## config.mk

```make
export PLATFORM = sky130hd
export DESIGN_NAME = mdio_master
export DESIGN_NICKNAME = d
export VERILOG_FILES = /design/src/rtl/mdio_pkg.sv /design/src/rtl/mdio_mdc_gen.sv /design/src/rtl/mdio_seq.sv /design/src/rtl/mdio_master.sv
export SDC_FILE = /design/constraint.sdc
export NUM_CORES = 1
export LEC_CHECK = 0
export CAP_MARGIN = 10
export CORE_ASPECT_RATIO = 0.5
export CORE_MARGIN = 8
export CORE_UTILIZATION = 25
export DETAILED_ROUTE_END_ITERATION = 16
export DONT_BUFFER_PORTS = 1
export RECOVER_POWER = 25
export SYNTH_ARGS = -nofsm -noshare
export SYNTH_HDL_FRONTEND = slang
export SYNTH_SLANG_ARGS = --single-unit
export TNS_END_PERCENT = 30
```

## constraint.sdc

```tcl
create_clock -name clk -period 2.6 [get_ports clk]
set_input_delay 0.13 -clock clk [delete_from_list [all_inputs] [get_ports clk]]
set_output_delay 0.13 -clock clk [all_outputs]
set_load 0.005 [all_outputs]
```

## src/rtl/mdio_pkg.sv

```systemverilog
package mdio_pkg;
  localparam int CMD_W      = 32;
  localparam int DATA_W     = 16;
  localparam int PRE_BITS   = 32;
  localparam int FRAME_BITS = PRE_BITS + CMD_W;
  localparam int IDX_W      = $clog2(FRAME_BITS);
  localparam int OP_LSB     = 28;
  localparam logic [1:0] OP_READ = 2'b10;
  localparam int TA_MSB     = 17;
  localparam int REL_POS    = PRE_BITS + (CMD_W - 1 - TA_MSB);
  localparam int RD_POS     = FRAME_BITS - DATA_W;

  function automatic logic frame_bit(input logic [CMD_W-1:0] cmd, input int pos);
    if (pos < PRE_BITS) return 1'b1;
    return cmd[FRAME_BITS - 1 - pos];
  endfunction

  function automatic logic drive_en(input logic rd, input int pos);
    return !(rd && pos >= REL_POS);
  endfunction
endpackage

```

## src/rtl/mdio_mdc_gen.sv

```systemverilog
module mdio_mdc_gen #(
  parameter int SPD_W = 6
) (
  input  logic             clk,
  input  logic             rst,
  input  logic             en,
  input  logic [SPD_W-1:0] spd,
  output logic             mdc,
  output logic             rise,
  output logic             fall
);
  logic [SPD_W-1:0] cnt;
  logic             tick;

  assign tick = en && (spd != '0) && (cnt >= spd - 1'b1);
  assign rise = tick && !mdc;
  assign fall = tick && mdc;

  always_ff @(posedge clk) begin
    if (rst || !en) begin
      cnt <= '0;
      mdc <= 1'b0;
    end else if (spd != '0) begin
      if (tick) begin
        cnt <= '0;
        mdc <= ~mdc;
      end else begin
        cnt <= cnt + 1'b1;
      end
    end
  end


  mdc_phase_chk: assert property (@(posedge clk) disable iff (rst)
    rise |=> mdc);
endmodule

```

## src/rtl/mdio_seq.sv

```systemverilog
module mdio_seq
  import mdio_pkg::*;
(
  input  logic              clk,
  input  logic              rst,
  input  logic              start,
  input  logic [CMD_W-1:0]  cmd,
  input  logic              rise,
  input  logic              fall,
  input  logic              mdio_in,
  output logic              busy,
  output logic              finish,
  output logic              is_rd,
  output logic [DATA_W-1:0] rd_word,
  output logic              mdio_out,
  output logic              mdio_oe
);
  logic [CMD_W-1:0] cmd_q;
  logic [IDX_W-1:0] idx;
  logic [IDX_W:0]   nxt;

  assign nxt    = {1'b0, idx} + 1'b1;
  assign finish = busy && fall && (idx == IDX_W'(FRAME_BITS - 1));

  always_ff @(posedge clk) begin
    if (rst) begin
      busy     <= 1'b0;
      is_rd    <= 1'b0;
      cmd_q    <= '0;
      idx      <= '0;
      rd_word  <= '0;
      mdio_out <= 1'b1;
      mdio_oe  <= 1'b0;
    end else if (start) begin
      busy     <= 1'b1;
      cmd_q    <= cmd;
      is_rd    <= (cmd[OP_LSB+1:OP_LSB] == OP_READ);
      idx      <= '0;
      mdio_out <= frame_bit(cmd, 0);
      mdio_oe  <= 1'b1;
    end else if (busy) begin
      if (rise && is_rd && idx >= IDX_W'(RD_POS))
        rd_word <= {rd_word[DATA_W-2:0], mdio_in};
      if (finish) begin
        busy     <= 1'b0;
        mdio_out <= 1'b1;
        mdio_oe  <= 1'b0;
      end else if (fall) begin
        idx      <= nxt[IDX_W-1:0];
        mdio_out <= frame_bit(cmd_q, int'(nxt));
        mdio_oe  <= drive_en(is_rd, int'(nxt));
      end
    end
  end


  rd_release_chk: assert property (@(posedge clk) disable iff (rst)
    busy && is_rd && idx >= IDX_W'(REL_POS) |-> !mdio_oe);

  preamble_ones_chk: assert property (@(posedge clk) disable iff (rst)
    busy && idx < IDX_W'(PRE_BITS) |-> mdio_out && mdio_oe);
endmodule

```

## src/rtl/mdio_master.sv

```systemverilog
module mdio_master
  import mdio_pkg::*;
#(
  parameter int SPD_W = 6
) (
  input  logic             clk,
  input  logic             rst,
  input  logic             cmd_wr,
  input  logic [31:0]      cmd_wdata,
  input  logic             speed_wr,
  input  logic [SPD_W-1:0] speed_wdata,
  input  logic             evt_wr,
  input  logic             evt_wbit,
  output logic [31:0]      data_rd,
  output logic             evt_pending,
  output logic             busy,
  output logic             mdc,
  output logic             mdio_out,
  output logic             mdio_oe,
  input  logic             mdio_in
);
  logic [SPD_W-1:0]  speed_q;
  logic              start, finish, is_rd, rise, fall;
  logic [DATA_W-1:0] rd_word;

  assign start = cmd_wr && !busy;

  always_ff @(posedge clk) begin
    if (rst) begin
      speed_q     <= '0;
      data_rd     <= '0;
      evt_pending <= 1'b0;
    end else begin
      if (speed_wr) speed_q <= speed_wdata;
      if (start) data_rd <= cmd_wdata;
      else if (finish && is_rd) data_rd[DATA_W-1:0] <= rd_word;
      if (finish) evt_pending <= 1'b1;
      else if (evt_wr && evt_wbit) evt_pending <= 1'b0;
    end
  end

  mdio_mdc_gen #(.SPD_W(SPD_W)) clk_gen_i (
    .clk(clk), .rst(rst), .en(busy), .spd(speed_q),
    .mdc(mdc), .rise(rise), .fall(fall)
  );

  mdio_seq seq_i (
    .clk(clk), .rst(rst), .start(start), .cmd(cmd_wdata),
    .rise(rise), .fall(fall), .mdio_in(mdio_in),
    .busy(busy), .finish(finish), .is_rd(is_rd), .rd_word(rd_word),
    .mdio_out(mdio_out), .mdio_oe(mdio_oe)
  );


  busy_write_ignored_chk: assert property (@(posedge clk) disable iff (rst)
    busy && cmd_wr |=> $stable(data_rd[31:16]));

  evt_on_finish_chk: assert property (@(posedge clk) disable iff (rst)
    $rose(evt_pending) |-> $fell(busy));

  zero_speed_freeze_chk: assert property (@(posedge clk) disable iff (rst)
    speed_q == '0 |=> $stable(mdc));

  idle_mdc_low_chk: assert property (@(posedge clk) disable iff (rst)
    !busy |-> !mdc);
endmodule

```

== Word level (Yosys, flattened, before mapping) ==
Index checks and enable logic that the tools add are counted.
Storage, ports and cells
  register bits after elaboration: 104
  latch bits: 0
  memory bits (writable): 0
  ROM bits: 0
  bits of input ports: 45
  output and inout port bits: 37
  word-level logic and storage cells: 83
  memories: 0
Operators by class
  $add $sub $neg: 4
  multiply operators: 0
  div/mod/pow operators: 0
  order comparisons: 5
  equality and inequality tests: 2
  shift operators: 0
  multiplexer cells: 30
  bitwise logic cells: 3
  reductions and logical operators: 26
Operators by type and width (number)
  $lt A32 B7 Y1 const B: 1
  $mux W16: 2
  $mux W1: 26
  $logic_and A1 B1 Y1: 12
  $sub A6 B7 Y8 const A: 1
  $add A6 B1 Y7 const B: 1
  $ge A7 B6 Y1 const B: 1
  $lt A7 B6 Y1 const B: 1
  $add A6 B1 Y6 const B: 1
  $eq A6 B6 Y1 const B: 1
  $ge A6 B6 Y1: 1
  $ge A6 B6 Y1 const B: 1
  $mux W6: 1
  $reduce_and A3 Y1: 2
  $reduce_bool A2 Y1: 3
  $reduce_bool A6 Y1: 1
  $sub A6 B1 Y6 const B: 1
  $bmux W1 S5: 1
  $reduce_and A2 Y1: 2
  $logic_not A1 Y1: 3
  $not A1 Y1: 3
  $reduce_bool A3 Y1: 1
  $eq A2 B2 Y1 const B: 1
  $reduce_or A2 Y1: 1
  $logic_or A1 B1 Y1: 1

== Longest topological paths before layout ==
Gate-level depths: netlist of run 1.
  depth after elaboration: 15
  depth in mapped cells: 12
  gate-level depth less buffers: 10

== Modules after synthesis ==
Synthesis of run 1 repeated with hierarchy kept, for this count alone.
Second synthesis, totals
  cell total of the unflattened synthesis: 499
  area total of the unflattened synthesis: 4737.0 um^2
By module, submodules not included
  mdio_seq: instances 1, cells an instance 247, area an instance 2571.2 um^2, seq. area each 1161.1 um^2
  mdio_master: instances 1, cells an instance 188, area an instance 1595.3 um^2, seq. area each 780.7 um^2
  mdio_mdc_gen: instances 1, cells an instance 64, area an instance 570.5 um^2, seq. area each 140.1 um^2

== Least setup slack after synthesis of run 1 ==
No wires, ideal clock.
  path type: register -> register
  from: reg speed_q[0]
  to: reg seq_i.rd_word[5]
  setup time: 0.128 ns
  arrival time: 2.339 ns
  data required time: 2.472 ns
  path slack: 0.133 ns
  stages on the path, launching flop included: 13
  path buffers: 2
  clock period less this slack: 2.467 ns
  cells stage by stage: dfxtp_1 -> inv_1 -> ha_1 -> nand2_1 -> xor2_1 -> ha_1 -> nand4_1 -> o221a_2 -> nor4b_2 -> buf_4 -> buf_12 -> mux2i_1 -> nor2_1
Between the ends
  cells in the longest elaborated chain, start to end: 7
  elaborated cells on any way between the ends: 9
  those cells by class: 1 x add/sub; 1 x order compare; 7 x reduce/logical
RTL lines
  from (decl): line mdio_master.sv:22  | logic [SPD_W-1:0] speed_q;
  from (signal assigned): line mdio_master.sv:34  | if (speed_wr) speed_q <= speed_wdata;
  $sub A6 B1 Y6 or $reduce_bool A6 Y1 (tied branches): line mdio_mdc_gen.sv:15  | assign tick = en && (spd != '0) && (cnt >= spd - 1'b1);
  $ge A6 B6 Y1 or $logic_and A1 B1 Y1 (tied branches): line mdio_mdc_gen.sv:15
  $logic_and A1 B1 Y1 (*): line mdio_mdc_gen.sv:15
  $logic_and A1 B1 Y1 (*): line mdio_mdc_gen.sv:16  | assign rise = tick && !mdc;
  $logic_and A1 B1 Y1 (*) (2 in series): line mdio_seq.sv:42  | if (rise && is_rd && idx >= IDX_W'(RD_POS))
  $reduce_and A3 Y1 (no line) (*)
  to (signal assigned): line mdio_seq.sv:43  | rd_word <= {rd_word[DATA_W-2:0], mdio_in};
  to (decl): line mdio_seq.sv:14  | output logic [DATA_W-1:0] rd_word,
Mark *: on every way between the ends. The rest lies on a longest branch, timed or not.
A chain may end at the register's enable or synchronous reset.

== Final worst setup path of run 1 ==
  from: reg speed_q[0]
  to: reg data_rd[6]
Between the ends
  cells in the longest elaborated chain, start to end: 8
  elaborated cells on any way between the ends: 10
  those cells by class: 1 x add/sub; 1 x order compare; 8 x reduce/logical
RTL lines
  $sub A6 B1 Y6 or $reduce_bool A6 Y1 (tied branches): line mdio_mdc_gen.sv:15
  $ge A6 B6 Y1 or $logic_and A1 B1 Y1 (tied branches): line mdio_mdc_gen.sv:15
  $logic_and A1 B1 Y1 (*): line mdio_mdc_gen.sv:15
  $logic_and A1 B1 Y1 (*): line mdio_mdc_gen.sv:17  | assign fall = tick && mdc;
  $logic_and A1 B1 Y1 (*) (2 in series): line mdio_seq.sv:23  | assign finish = busy && fall && (idx == IDX_W'(FRAME_BITS - 1));
  $logic_and A1 B1 Y1 (*): line mdio_master.sv:36  | else if (finish && is_rd) data_rd[DATA_W-1:0] <= rd_word;
  $reduce_bool A2 Y1 (no line) (*)
  to (signal assigned): line mdio_master.sv:35  | if (start) data_rd <= cmd_wdata;
  to (signal, indexed assignment): line mdio_master.sv:36
  to (decl): line mdio_master.sv:14  | output logic [31:0] data_rd,
Marked as above.

==> results of run 1 <==
## routing by layer
metal  track usage  wire [um]  up-vias
li1              -          -     1581
met1         0.138       5460     1568
met2         0.162       4810       71
met3        0.0485        757        8
met4        0.0145         47        0
met5             0          0        -
## area by class of cell
type                    count  area (um2)  share of cell area
inverters                   5        18.8             0.00374
well taps                 210         263              0.0524
diodes                      1        2.50            0.000499
repair buffers             58         623               0.124
clock buffers               9         225              0.0449
clock inverters             7        85.1              0.0170
flip-flops and latches     88        1770               0.352
multi-input cells         309        2030               0.405
## per-stage QoR
stage / power (mW) / util / hold WS [ns]
2_1_floorplan: 1.67 / - / 0.266
3_3_place_gp: 1.69 / 0.257 / 0.216
3_5_place_dp: 1.71 / 0.257 / 0.219
4_1_cts: 3.14 / 0.309 / 0.00562
5_1_grt: 3.26 / 0.311 / 0.0197
6_report: 3.12 / 0.311 / 0.0132
## state kept, by name, indices dropped and copies added (netlist names)
register        cells
data_rd            32
seq_i.cmd_q        16
seq_i.rd_word      16
clk_gen_i.cnt       6
seq_i.idx           6
speed_q             6
clk_gen_i.mdc       1
evt_pending         1
seq_i.busy          1
seq_i.is_rd         1
seq_i.mdio_oe       1
seq_i.mdio_out      1
## final timing paths
path	endpoint	slack [ns]
setup / recovery	data_rd[6]$_SDFFE_PP0P_	0.12
hold / removal	evt_pending$_SDFFE_PP0P_	0.01
setup reg to reg	data_rd[6]$_SDFFE_PP0P_	0.12
hold reg to reg	seq_i.cmd_q[2]$_SDFFE_PP0P_	0.46
## layout by cell type, fill, tap and decap left out, drive strengths merged, types with 2 or more instances in the layout
| cell type | instances |
|---|---|
| buf | 14 |
| a311oi | 17 |
| dlygate4sd3 | 44 |
| nand4 | 3 |
| or3 | 3 |
| nor3 | 3 |
| dfxtp | 88 |
| mux4 | 9 |
| xor2 | 11 |
| nand2b | 4 |
| and3 | 6 |
| xnor2 | 5 |
| mux2i | 26 |
| a21oi | 40 |
| nand3 | 7 |
| nor2 | 52 |
| clkinvlp | 2 |
| clkbuf | 9 |
| ha | 9 |
| nand2 | 92 |
| o21ai | 3 |
| inv | 9 |
## kinds of logic after synthesis
| logic type | Yosys count | share of synthesized area |
|---|---|---|
| buffers and inverters | 52 | 0.0754 |
| DFF | 88 | 0.435 |
| adders and majority gates | 9 | 0.0278 |
| AOI/OAI and AO/OA | 71 | 0.120 |
| xor gates and xnor gates | 16 | 0.0346 |
| muxes | 36 | 0.117 |
| and+or+nand+nor | 177 | 0.191 |
## report_power, final
| part | switching [mW] | leakage [nW] | total [mW] | internal (mW) |
|---|---|---|---|---|
| Sequential | 0.0518 | 0.720 | 1.46 | 1.40 |
| Clock | 0.591 | 0.147 | 1.36 | 0.766 |
| Combinational | 0.163 | 0.964 | 0.311 | 0.148 |
| Total | 0.805 | 1.83 | 3.12 | 2.32 |
## critical path: cells and delay by family (launching register included)
family                     cells  cell delay [ns]
AOI/OAI and AO/OA              3             0.70
adders and majority gates      2             0.48
buffers and inverters          3             0.40
DFF                            1             0.34
and+or+nand+nor                3             0.28
xor gates and xnor gates       1             0.16
## repair_timing
item / 4_1_cts / 5_1_grt
resized for setup: 2 / 10
hold buffers: 45 / 0
setup endpoints to repair: 16 / 24
pin swaps: 3 / 3
gates cloned: 1 / 0
buffers inserted: 2 / 2
endpoints found under the hold margin: 74 / 0
==> results.sh, run 1 <==
export IMPL_maxCapViolations=0
export IMPL_cp_cell_sequence="inv_2 > ha_4 > nand2_1 > xor2_1 > ha_1 > nand4_1 > o221a_4 > buf_4 > o21ai_4 > buf_12 > nor2_1 > a311oi_1"
export IMPL_ys_top_cells_by_area="dfxtp_1 43%, nand2_1 8.4%, mux2i_1 6.4%"
export IMPL_gr_usage_all_layers=0.106
export IMPL_syn2layout_area_growth_pct=23.8
export IMPL_grt_max_degree=75
export IMPL_cts_tree="done"
export IMPL_wl_per_cell_um=16.1
export IMPL_outcome="finished clean"
export IMPL_slew_viol_final=0
export IMPL_synth_seq_cells=88
export IMPL_vdd_ir_drop_max_mv=0.305
export IMPL_synth_area_um2=4050
export IMPL_hp_start="evt_wr"
export IMPL_synthFlopType="dfxtp_1"
export IMPL_drive_above_1_share=0.134
export IMPL_async_reset_ff_frac=0
export IMPL_routed_via_density=4.70
export IMPL_drt_iter0_drc=183
export IMPL_clock_skew_ns=0.0113
export IMPL_synthTopCellsByCount="91 x nand2_1, 88 x dfxtp_1, 52 x nor2_1"
export IMPL_dp_cells=620
export IMPL_grt_pass1_vias=3236
export IMPL_critPathMaxFanout=32
export IMPL_io_pins=82
export IMPL_fin_crit_ns=2.48
export IMPL_core_area_um2=16100
export IMPL_ys_seq_area_frac=0.435
export IMPL_gp_congestion=0.791
export IMPL_final_cell_area_um2=5010
export IMPL_synth_edf_count=0
export IMPL_finalSetupTns_ns=0
export IMPL_htree_levels=3
export IMPL_post_place_ws_ns=-0.00985
export IMPL_row_count=33
export IMPL_min_period_over_period=0.956
export IMPL_setup_viol=0
export IMPL_portBuffers=0
export IMPL_grt_pass1_wl_mm=17.6
export IMPL_fin_nets=525
export IMPL_power_leakage_nw=1.83
export IMPL_dr_pass1_iters=4
export IMPL_yosysMostFrequentCell="nand2_1"
export IMPL_holdPathStages=3
export IMPL_crit_path_end_kind="flip-flop"
export IMPL_hold_violations=0
export IMPL_antenna_left=0
export IMPL_root_buffer="clkbuf_16"
export IMPL_yosysWarnings=0
export IMPL_max_slew_worst_pin_slew_ns=0.722
export IMPL_synth_cells=449
export IMPL_max_stage_delay_ns=0.34
export IMPL_wirelength_mm=11.1
export IMPL_worstPathArrival_ns=2.73
export IMPL_clock_sinks=88
export IMPL_die_y_um=106
export IMPL_placed_cell_area_um2=4140
export IMPL_netlist_area_leader_share=0.435
export IMPL_min_path_type="in2reg"
export IMPL_synth_nets=503
export IMPL_critPathLaunch="speed_q[0]$_SDFFE_PP0P_"
export IMPL_rr_startpoint="speed_q[0]$_SDFFE_PP0P_"
export IMPL_dieWidth_um=196
export IMPL_clock_latency_ns=0.34
export IMPL_drc_errors=0
export IMPL_powerDensity_nw_per_um2=623
export IMPL_num_vias=3228
export IMPL_critPathSlowestCell="dfxtp_2"
export IMPL_clk_pin_slew_worst_paths_ns=0.07
export IMPL_fill_cells=1652
export IMPL_dieArea_um2=20800
export IMPL_synth_cell_types=48
export IMPL_cts_buffer_depth=2
export IMPL_synth_top_cell_by_area="dfxtp_1"
export IMPL_start_util=0.252
export IMPL_crit_required_ns=2.84
export IMPL_syn_area_per_cell_um2=9.02
export IMPL_stdcell_count=687
export IMPL_cts_inserted_buffers=9
export IMPL_fin_ws_ns=0.116
export IMPL_cp_start_kind="flip-flop"
export IMPL_max_freq_mhz=403
export IMPL_r2r_cells=12
export IMPL_grt_overflow_total=0
export IMPL_antenna_found_initial=1
export IMPL_relSlewSlack=0.515
export IMPL_path_class="reg2reg"
export IMPL_dpl_hpwl_mm=7.87
Power figures use the tool's default switching activity.
==> run 2, diff against run 1 <==
Settings changed: PLACE_DENSITY from default to 0.49.
==> run 2 against run 1 <==
Effect of this change: global-route usage is 0.42 points higher; sequential power hardly changed; worst hold slack worse by 0.0050 ns; setup slack worse by 0.098 ns; count of clock-buffer cells in the layout is 2 higher; fmax is 3.8% lower; sequential share of layout area is 0.21 points higher; combinational power is 2% higher; design area is 0.30% lower; total power is 4.0% lower; routed wire length is 3.9% higher; critical path type unchanged; critical endpoint is now seq_i.idx[4]$_SDFFE_PP0P_.
==> results.sh, run 2 (synthesis gave the netlist of run 1 again) <==
export IMPL_outcome="finished clean"
export IMPL_top_register="data_rd"
export IMPL_syn2layout_area_growth_pct=23.4
export IMPL_worstPathArrival_ns=2.85
export IMPL_root_buffer="clkbuf_16"
export IMPL_num_vias=3230
export IMPL_portBuffers=0
export IMPL_core_area_um2=16100
export IMPL_largest_registers="data_rd x32, seq_i.cmd_q x16, seq_i.rd_word x16"
export IMPL_busiest_layer="met2"
export IMPL_final_util=0.310
export IMPL_grt_max_degree=75
export IMPL_crit_path_end_kind="flip-flop"
export IMPL_clock_latency_ns=0.34
export IMPL_path_class="reg2reg"
export IMPL_wirelength_mm=11.5
export IMPL_drt_iter0_drc=123
export IMPL_finalSetupTns_ns=0
export IMPL_max_slew_worst_pin_slew_ns=0.628
export IMPL_grt_pass1_vias=3218
export IMPL_wl_per_cell_um=16.9
export IMPL_insertedDiodeCount=0
export IMPL_min_period_over_period=0.993
export IMPL_power_leakage_nw=1.81
export IMPL_grt_overflow_total=0
export IMPL_rsz0062_at_grt="yes"
export IMPL_vdd_ir_drop_max_mv=0.254
export IMPL_slew_viol_final=0
export IMPL_drc_errors=0
export IMPL_reg2reg_slack_ns=0.02
export IMPL_drive_above_1_share=0.144
export IMPL_maxCapViolations=0
export IMPL_setup_viol=0
export IMPL_cts_buffer_depth=2
export IMPL_max_freq_mhz=387
export IMPL_routed_via_density=4.73
export IMPL_grt_pass1_wl_mm=17.9
export IMPL_die_y_um=106
export IMPL_row_count=33
export IMPL_io_pins=82
export IMPL_use_met2=0.163
export IMPL_final_common_cell="nand2_1"
export IMPL_met1_usage=0.141
export IMPL_fin_nets=523
export IMPL_clk_pin_slew_worst_paths_ns=0.07
export IMPL_dr_pass1_iters=4
export IMPL_final_cell_mix="90 x nand2_1, 85 x dfxtp_1, 51 x nor2_1, 41 x dlygate4sd3_1, 39 x a21oi_1"
export IMPL_min_path_type="in2reg"
export IMPL_gr_usage_all_layers=0.110
export IMPL_largest_reg_flops=32
export IMPL_grtUsageMet3=0.0514
export IMPL_fill_cells=1666
export IMPL_start_util=0.252
export IMPL_critPathMaxFanout=6
export IMPL_fin_crit_ns=2.58
export IMPL_clock_sinks=88
export IMPL_dpl_hpwl_mm=7.71
export IMPL_antenna_found_initial=0
export IMPL_antenna_left=0
export IMPL_htree_levels=3
export IMPL_relSlewSlack=0.578
export IMPL_clock_skew_ns=0.00853
export IMPL_cp_start_kind="flip-flop"
export IMPL_cts_tree="done"
export IMPL_cts_inserted_buffers=9
export IMPL_gp_congestion=0.760
export IMPL_dieWidth_um=196
export IMPL_hold_violations=0
export IMPL_crit_required_ns=2.87
export IMPL_powerDensity_nw_per_um2=600
export IMPL_dieArea_um2=20800
==> run 2: where the power goes <==
part           internal [mW]  switching, mW
clock                  0.671          0.553
combinational          0.149          0.166
sequential              1.40         0.0552
total                   2.22          0.774
==> run 2: final timing paths <==
check / cells past startpoint / from / to
setup / recovery: 12 / speed_q[0]$_SDFFE_PP0P_ / seq_i.idx[4]$_SDFFE_PP0P_
hold / removal: 2 / cmd_wdata[5] / seq_i.cmd_q[5]$_SDFFE_PP0P_
setup reg to reg: 12 / speed_q[0]$_SDFFE_PP0P_ / seq_i.idx[4]$_SDFFE_PP0P_
hold reg to reg: 2 / seq_i.cmd_q[14]$_SDFFE_PP0P_ / seq_i.cmd_q[14]$_SDFFE_PP0P_
==> run 2: what timing repair did <==
action	in CTS	in global routing
cloned	1	0
setup endpoints to repair	16	23
buffers inserted	2	4
hold buffers	42	0
pin swaps	4	5
resized for setup	5	20
endpoints found under the hold margin	74	0
==> run 2: final cells by class <==
class | count | area (um2) | area share
repair buffers | 56 | 606 | 0.121
flip-flops and latches | 88 | 1770 | 0.354
clock inverters | 4 | 31.3 | 0.00626
well taps | 210 | 263 | 0.0526
inverters | 5 | 23.8 | 0.00475
clock buffers | 11 | 243 | 0.0485
multi-input cells | 309 | 2060 | 0.413
==> run 2: per-stage QoR <==
| stage | setup WS (ns) | power, mW | hold WS (ns) | cells | cell area (um2) |
|---|---|---|---|---|---|
| floorplan | 0.133 | 1.67 | 0.266 | 449 | 4050 |
| global placement | 0.0847 | 1.69 | 0.216 | 619 | 4130 |
| detailed placement | -0.0227 | 1.70 | 0.217 | 619 | 4130 |
| CTS | 0.0134 | 3.01 | 0.000578 | 679 | 4910 |
| global route | -0.0906 | 3.14 | 0.000434 | 683 | 5000 |
| finish | 0.0174 | 3.00 | 0.00826 | 683 | 5000 |
==> run 2: worst max-delay path, cell delays in order (launching register included) <==
cell and delay, ns:
dfxtp_4 0.37, nor3_2 0.21, nand2_1 0.11, xor2_1 0.16
ha_1 0.31, nand4_1 0.14, buf_4 0.16, buf_4 0.13
o221ai_2 0.23, buf_6 0.17, nand2_4 0.07, or3_1 0.32
a21oi_1 0.13
==> run 2: layer usage <==
metal	share of wire	wire length, um	up-vias
met4	0.017	197	0
li1	-	-	1578
met2	0.42	4880	79
met3	0.081	934	17
met1	0.48	5500	1556
met5	0	0	-
